File: src/rtl/pfe_pkg.sv
package pfe_pkg;
    parameter int IN_W   = 16;
    parameter int PH_W   = 16;
    parameter int ITERS  = 16;
    parameter int TURN_W = 8;

    localparam int XY_W      = IN_W + 2;
    localparam int UW        = PH_W + TURN_W;
    localparam int FQ_W      = PH_W + 1;
    localparam int LATENCY   = ITERS + 2;
    localparam int HALF_TURN = 1 << (PH_W - 1);
    localparam int QUARTER   = 1 << (PH_W - 2);

    typedef logic signed [XY_W-1:0] xy_t;
    typedef logic signed [PH_W-1:0] ang_t;
    typedef logic signed [UW-1:0]   uph_t;
    typedef logic signed [FQ_W-1:0] freq_t;

    typedef struct packed {
        logic vld;
        xy_t  x;
        xy_t  y;
        ang_t z;
    } vec_t;

    // arctan(2^-i) with pi = 2^30, rounded to the phase width in use
    function automatic ang_t atan_step(input int i);
        int fine;
        case (i)
            0:  fine = 268435456;
            1:  fine = 158466703;
            2:  fine = 83729454;
            3:  fine = 42502379;
            4:  fine = 21333665;
            5:  fine = 10677233;
            6:  fine = 5339921;
            7:  fine = 2670122;
            8:  fine = 1335082;
            9:  fine = 667543;
            10: fine = 333772;
            11: fine = 166886;
            12: fine = 83443;
            13: fine = 41722;
            14: fine = 20861;
            15: fine = 10430;
            16: fine = 5215;
            17: fine = 2608;
            18: fine = 1304;
            19: fine = 652;
            default: fine = 0;
        endcase
        fine = (fine + (1 << (30 - PH_W))) >>> (31 - PH_W);
        return ang_t'(fine);
    endfunction

    // fold the left half-plane onto the right one, seeding the angle
    function automatic vec_t pre_rotate(input logic v, input xy_t x, input xy_t y);
        vec_t r;
        r.vld = v;
        if (!x[XY_W-1]) begin
            r.x = x;   r.y = y;   r.z = '0;
        end else if (!y[XY_W-1]) begin
            r.x = y;   r.y = -x;  r.z = ang_t'(QUARTER);
        end else begin
            r.x = -y;  r.y = x;   r.z = ang_t'(-QUARTER);
        end
        return r;
    endfunction

    // one vectoring micro-rotation: drive y toward zero, accumulate angle
    function automatic vec_t micro_rot(input vec_t v, input int i);
        vec_t r;
        xy_t  xs;
        xy_t  ys;
        xs = v.x;
        ys = v.y;
        r  = v;
        if (!ys[XY_W-1]) begin
            r.x = xs + (ys >>> i);
            r.y = ys - (xs >>> i);
            r.z = v.z + atan_step(i);
        end else begin
            r.x = xs - (ys >>> i);
            r.y = ys + (xs >>> i);
            r.z = v.z - atan_step(i);
        end
        return r;
    endfunction
endpackage

File: src/rtl/pfe_cordic.sv
module pfe_cordic
    import pfe_pkg::*;
(
    input  logic                   clk,
    input  logic                   rst,
    input  logic                   in_vld,
    input  logic signed [IN_W-1:0] in_re,
    input  logic signed [IN_W-1:0] in_im,
    output logic                   ph_vld,
    output ang_t                   ph
);
    vec_t entry;
    vec_t stage [ITERS+1];

    always_comb entry = pre_rotate(in_vld, xy_t'(in_re), xy_t'(in_im));

    always_ff @(posedge clk) begin
        if (rst) begin
            for (int k = 0; k <= ITERS; k++) stage[k] <= '0;
        end else begin
            stage[0] <= entry;
            for (int i = 0; i < ITERS; i++) stage[i+1] <= micro_rot(stage[i], i);
        end
    end

    assign ph_vld = stage[ITERS].vld;
    assign ph     = stage[ITERS].z;
endmodule

File: src/rtl/pfe_unwrap.sv
module pfe_unwrap
    import pfe_pkg::*;
(
    input  logic clk,
    input  logic rst,
    input  logic ph_vld,
    input  ang_t ph,
    output logic u_vld,
    output uph_t u_val
);
    localparam logic signed [PH_W:0] STEP_HI = (PH_W+1)'(HALF_TURN);
    localparam logic signed [PH_W:0] STEP_LO = -(PH_W+1)'(HALF_TURN);

    ang_t                     prev;
    logic                     have_prev;
    logic signed [TURN_W-1:0] turns;
    logic signed [TURN_W-1:0] turns_n;
    logic signed [PH_W:0]     step;
    uph_t                     u_n;

    always_comb begin
        step    = (PH_W+1)'(ph) - (PH_W+1)'(prev);
        turns_n = turns;
        if (have_prev) begin
            if (step > STEP_HI)      turns_n = turns - 1'b1;
            else if (step < STEP_LO) turns_n = turns + 1'b1;
        end
        u_n = uph_t'({turns_n, {PH_W{1'b0}}}) + uph_t'(ph);
    end

    always_ff @(posedge clk) begin
        if (rst) begin
            u_vld     <= 1'b0;
            have_prev <= 1'b0;
            turns     <= '0;
            prev      <= '0;
            u_val     <= '0;
        end else begin
            u_vld <= ph_vld;
            if (ph_vld) begin
                prev      <= ph;
                have_prev <= 1'b1;
                turns     <= turns_n;
                u_val     <= u_n;
            end
        end
    end
endmodule

File: src/rtl/pfe_cdiff.sv
module pfe_cdiff
    import pfe_pkg::*;
(
    input  logic  clk,
    input  logic  rst,
    input  logic  u_vld,
    input  uph_t  u_val,
    output logic  f_vld,
    output freq_t f_val
);
    uph_t       u1;
    uph_t       u2;
    logic [1:0] fill;
    uph_t       span;

    always_comb span = u_val - u2;

    always_ff @(posedge clk) begin
        if (rst) begin
            f_vld <= 1'b0;
            fill  <= '0;
            u1    <= '0;
            u2    <= '0;
            f_val <= '0;
        end else begin
            f_vld <= u_vld && (fill == 2'd2);
            if (u_vld) begin
                f_val <= freq_t'(span >>> 1);
                u2    <= u1;
                u1    <= u_val;
                if (fill != 2'd2) fill <= fill + 1'b1;
            end
        end
    end
endmodule

File: src/rtl/phase_freq_est.sv
module phase_freq_est
    import pfe_pkg::*;
(
    input  logic                   clk,
    input  logic                   rst,
    input  logic                   in_vld,
    input  logic signed [IN_W-1:0] in_re,
    input  logic signed [IN_W-1:0] in_im,
    output logic                   out_vld,
    output logic signed [FQ_W-1:0] out_freq
);
    logic c_vld;
    ang_t c_ph;
    logic u_vld;
    uph_t u_val;

    pfe_cordic u_cordic (
        .clk(clk), .rst(rst), .in_vld(in_vld), .in_re(in_re), .in_im(in_im),
        .ph_vld(c_vld), .ph(c_ph)
    );

    pfe_unwrap u_unwrap (
        .clk(clk), .rst(rst), .ph_vld(c_vld), .ph(c_ph),
        .u_vld(u_vld), .u_val(u_val)
    );

    pfe_cdiff u_cdiff (
        .clk(clk), .rst(rst), .u_vld(u_vld), .u_val(u_val),
        .f_vld(out_vld), .f_val(out_freq)
    );
endmodule

File: config.mk
export PLATFORM = sky130hd
export DESIGN_NAME = phase_freq_est
export DESIGN_NICKNAME = d
export VERILOG_FILES = /design/src/rtl/pfe_pkg.sv /design/src/rtl/pfe_cordic.sv /design/src/rtl/pfe_unwrap.sv /design/src/rtl/pfe_cdiff.sv /design/src/rtl/phase_freq_est.sv
export SDC_FILE = /design/constraint.sdc
export NUM_CORES = 2
export LEC_CHECK = 0
export ABC_AREA = 1
export BUFFER_PORTS_ARGS = -buffer_cell sky130_fd_sc_hd__buf_2
export CORE_UTILIZATION = 65
export DETAILED_ROUTE_END_ITERATION = 8
export PLACE_DENSITY_LB_ADDON = 0.15
export SYNTH_ARGS = -nofsm -noshare
export SYNTH_HDL_FRONTEND = slang
export SYNTH_SLANG_ARGS = --single-unit
File: constraint.sdc
create_clock -name clk -period 4.7 [get_ports clk]
set_clock_uncertainty 0.1 [all_clocks]
set_input_delay 0.47 -clock clk [delete_from_list [all_inputs] [get_ports clk]]
set_output_delay 0.47 -clock clk [all_outputs]
set_load 0.02 [all_outputs]
## Word level (Yosys, flattened, before mapping)

Memories as Yosys holds them, arrays and structs flattened.
Cells that the tools add are included.

- Register bits: 100
- RAM bits: 901
- Input port bits: 35
- Output and inout port bits: 18
- Memories kept: 1

Memory list:

| memory | words | bits a word | rd ports | clocked after Yosys merged registers in | write ports | line | source |
|---|---|---|---|---|---|---|---|
| u_cordic.stage | 17 | 53 | 17 | 0 | 17 | pfe_cordic.sv:13 | `vec_t stage [ITERS+1];` |

- Add/sub/neg operators: 135
- Magnitude comparators: 2
- Equal/unequal tests: 2
- Multiplexer cells: 121
- Bitwise logic cells: 17
- Reduce and logical (&&, ||, !) cells: 2

Operator list:

| operator | count |
|---|---|
| 2-to-1 mux 31 bit | 64 |
| 2-to-1 mux 52 bit | 34 |
| adder 31 x 16 -> 31 bit, second input constant | 32 |
| 2-to-1 mux 53 bit | 17 |
| adder 16 bit | 16 |
| subtractor 16 bit | 16 |
| adder 18 x 16 -> 18 bit | 3 |
| subtractor 18 bit | 3 |
| adder 18 x 10 -> 18 bit | 2 |
| adder 18 x 11 -> 18 bit | 2 |
| adder 18 x 12 -> 18 bit | 2 |
| adder 18 x 13 -> 18 bit | 2 |
| adder 18 x 14 -> 18 bit | 2 |
| adder 18 x 15 -> 18 bit | 2 |
| adder 18 x 17 -> 18 bit | 2 |
| adder 18 x 3 -> 18 bit | 2 |
| adder 18 x 4 -> 18 bit | 2 |
| adder 18 x 5 -> 18 bit | 2 |
| adder 18 x 6 -> 18 bit | 2 |
| adder 18 x 7 -> 18 bit | 2 |
| adder 18 x 8 -> 18 bit | 2 |
| adder 18 x 9 -> 18 bit | 2 |
| negation 16 -> 18 bit | 2 |
| subtractor 18 x 10 -> 18 bit | 2 |
| 28 further kinds | 62 |

## Longest topological paths before layout

An unclocked memory read counts as a cell.

- Depth after elaboration: 8
- Mapped depth: 26

## Cells and area by module

Synthesis repeated with hierarchy kept, for this count alone.

- Cell total of the unflattened synthesis: 9823
- Area, all modules: 64734.6 um2

Modules (own cells, without submodules):

| module | instances | cells an instance | area each (um2) | sequential area each (um2) |
|---|---|---|---|---|
| pfe_cordic | 1 | 8893 | 58706.3 | 14834.2 |
| pfe_unwrap | 1 | 498 | 3085.5 | 680.7 |
| pfe_cdiff | 1 | 432 | 2942.8 | 1121.1 |

## Worst setup path after synthesis

OpenSTA, ideal clock, no wires.

- Path kind: register to register
- From: memory u_cordic.stage[0][298] in the netlist's numbering
- To: memory u_cordic.stage[0][344] in the netlist's numbering
- Library setup time: 121 ps
- Data arrival time: 3094 ps
- Data required time: 4479 ps
- Path slack: 1386 ps
- Stages on the path, launching flop included: 20
- Buffers on the path: 2
- Period minus slack after synthesis: 3314 ps
- Cell sequence: dfxtp_1 clkbuf_1 clkinv_1 clkbuf_1 nand2_1 o21ai_0 fa_1 nand3_1 nand3_1 inv_1 nor2_1 nor2_1 nor2_1 o21ai_0 nand2_1 a21o_1 a21oi_1 inv_1 o21ai_0 a21oi_1

RTL lines:

| item | line |
|---|---|
| start: declaration | pfe_cordic.sv:13 |

==> reports/qor.txt <==
Outcome = complete, no violations
Syn Inst Count = 8353
Clock-pin slew on the worst setup and hold paths = 0.06 ns
Worst path most repeated cell = o21ai_0
Number of vias in the routed layout = 55.5k
Crit path from = u_cordic.stage[0][86]
Final Net Count = 9174
Worst hold slack = 0.0261 ns
Vias per cell = 5.77
GRT Total Usage = 33.0%
Reg2Reg Launch Point = u_cordic.stage[0][86]
Max transition margin = 36.6%
Final setup TNS = 0 ns
CP delay by family, top = compound AO/OA/AOI/OAI gates
Die Area = 91500 sq um
CTS tree = done
Worst Path Required = 5.16 ns
Commonest cells after routing, fill and taps aside = 1311 x a21oi_1, 1125 x nand2_1, 1118 x inv_1
Crit path depth = 13
Hold Crit Depth = 3
Max cap viols = 0
RePlAce Congestion = 0.978
DR iter-0 viols = 4256
Cell area after synthesis = 58700 sq um
Sequential area share after synthesis = 27.9%
CTS resizes = 0
Layout Utilization = 71.4%
Period minus WS final = 3.68 ns
Layout cell share with drive strength beyond 1 = 4.17%
Asr flop ratio synth = 0%
Core Region = 88900 sq um
Crit end category = flip-flop
Vias in the first global route = 51.4k
Drc violations = 0
Clk_lat worst skew = 0.69 ns
Hold_buf cts = 20
Crit path DAT = 4.14 ns
Syn_area_per_cell = 7.03 sq um
Worst Reg-to-Reg Cells = 13
Pin count of the biggest net entering global routing = 144
Slowest stage delay, CP = 0.53 ns
Max Fanout on Critical Path = 22
DIE WIDTH = 303 um
I/O pin count = 53
Die Y-Extent = 303 um
Area delta synth->final = 8.12%
Final Hold Vio Count = 0
CP cell instances = buf_4, clkinv_1, o21ai_0, ha_1, a21oi_1, o21ai_0, nor2_1, o21ai_2, a31oi_1, o21ai_0, a21boi_0, o21ai_0, a21oi_1
Hold_sp = in_im[9]
First-pass GRT wire length = 251000 um
Worst Setup Start Kind = flip-flop
Final period util = 78.3%
DPL Wire Length = 118000 um
Worst-Margin Slew = 0.951 ns
Post-synth EDFFs = 0
Total global routing overflow = 0
Starting Density = 66.0%
WL final = 155000 um
Synth warn = 0
Worst Path Buf+Inv = 2
Final ANT Viol Nets = 0
TritonCTS Buffers = 89
Avg WL per Cell = 16.1 um
Port Buffer Count = 52
#FFs+latches synth = 819
Initial antenna violation count = 1
Synth cell types = 61
Max Slew Vio Count = 0
Slowest CP cell = clkinv_1
Unrepaired setup endpoints after global routing = false
FP Rows = 109
CTS sink cnt = 819
Primary FF master, synth = dfxtp_1
DRT Pass-1 Iters = 6
Final setup vio count = 0
Max Freq = 272 MHz
Worst Hold Class = in -> reg
Setup Buffers After CTS = 0
Root buffer cell = clkbuf_16
Clock Path Buffers = 3
CTS H-tree lvls = 3
Commonest non-fill, non-tap cell in the layout = a21oi_1
Path type of the worst setup path = reg -> reg
## worst register-to-register path: cells and delay by family (launching register included)
family | cells | cell delay (ns)
AO/OA/AOI/OAI | 9 | 2.03
adder cells (fa/ha/maj) | 1 | 0.23
buffers and inverters | 2 | 0.80
flip-flops | 1 | 0.30
AND/OR/NAND/NOR | 1 | 0.11
## path summary, 6_finish.rpt
check | slack, ns | endpoint
max | 1.02 | u_cordic.stage[0][135]
min | 0.03 | u_cordic.stage[0][25]
max reg2reg | 1.02 | u_cordic.stage[0][135]
min reg2reg | 0.30 | u_cordic.stage[0][264]
## registers in the layout, summed over array words and instances (netlist names)
register / cells
u_unwrap.u_vld: 1
u_cdiff.u1: 18
u_cdiff.f_val: 17
u_cordic.stage: 741
u_unwrap.prev: 15
u_unwrap.turns: 2
u_unwrap.u_val: 3
u_cdiff.fill: 2
u_unwrap.have_prev: 1
u_cdiff.f_vld: 1
u_cdiff.u2: 18
## synth_stat cells, drive strengths merged, types with 6 or more instances
master / count / area share (%)
o31ai: 50 / 0.64
and3: 7 / 0.075
clkinv: 6 / 0.038
or2: 30 / 0.32
dfxtp: 819 / 28
nand3b: 12 / 0.15
buf: 26 / 0.22
o211ai: 27 / 0.35
nor4: 35 / 0.45
nand2: 1132 / 7.3
o221ai: 8 / 0.12
a31oi: 83 / 0.88
nand4: 53 / 0.56
a21o: 13 / 0.17
a21oi: 1314 / 11
xor2: 214 / 3.2
o21ai: 786 / 6.9
fa: 43 / 1.5
o21bai: 32 / 0.41
xnor2: 101 / 1.5
inv: 1120 / 7.2
nor2: 902 / 5.8
a21boi: 38 / 0.53
o2111ai: 9 / 0.13
o21a: 122 / 1.6
clkbuf: 152 / 0.97
nor3: 175 / 1.5
nand3: 283 / 2.4
ha: 724 / 15
## metal layers
layer | track usage (%) | part of all wire, %
met1 | 43.2 | 45
met2 | 56.1 | 46
met3 | 3.97 | 5.3
met4 | 11.6 | 3.4
met5 | 0 | 0
## logic make-up (layout without fill, tap and decap cells)
| logic type | Yosys count | count (layout) | share of synthesized area, % |
|---|---|---|---|
| buffers and inverters | 1304 | 1395 | 8.39 |
| adder cells (fa/ha/maj) | 767 | 767 | 16.9 |
| XOR/XNOR | 315 | 315 | 4.70 |
| AND/OR/NAND/NOR | 2642 | 2642 | 18.8 |
| flip-flops | 819 | 819 | 27.9 |
| AO/OA/AOI/OAI | 2505 | 2505 | 23.3 |
| other | 1 | 3 | 0.00639 |
## stage by stage
stage / instances / worst slack, ns / area [sq um]
4_1_cts: 9610 / 1.09 / 63500
3_3_place_gp: 9426 / 1.12 / 60100
5_1_grt: 9610 / 0.669 / 63500
3_5_place_dp: 9426 / 1.10 / 60100
2_1_floorplan: 8354 / 1.39 / 58700
6_report: 9611 / 1.02 / 63500
## area by class of cell
cell class              count  area, sq um
flip-flops and latches    819        16400
diodes                      1         2.50
well taps                1165         1460
multi-input cells        6231        37400
fillers                  7518        25500
clock inverters            46          662
clock buffers             118         2550
inverters                1126         4230
repair buffers            105          781
Power is left out: the tool's default activity adds up to more than one toggle a clock period on the data nets, which glitch-free logic cannot reach.
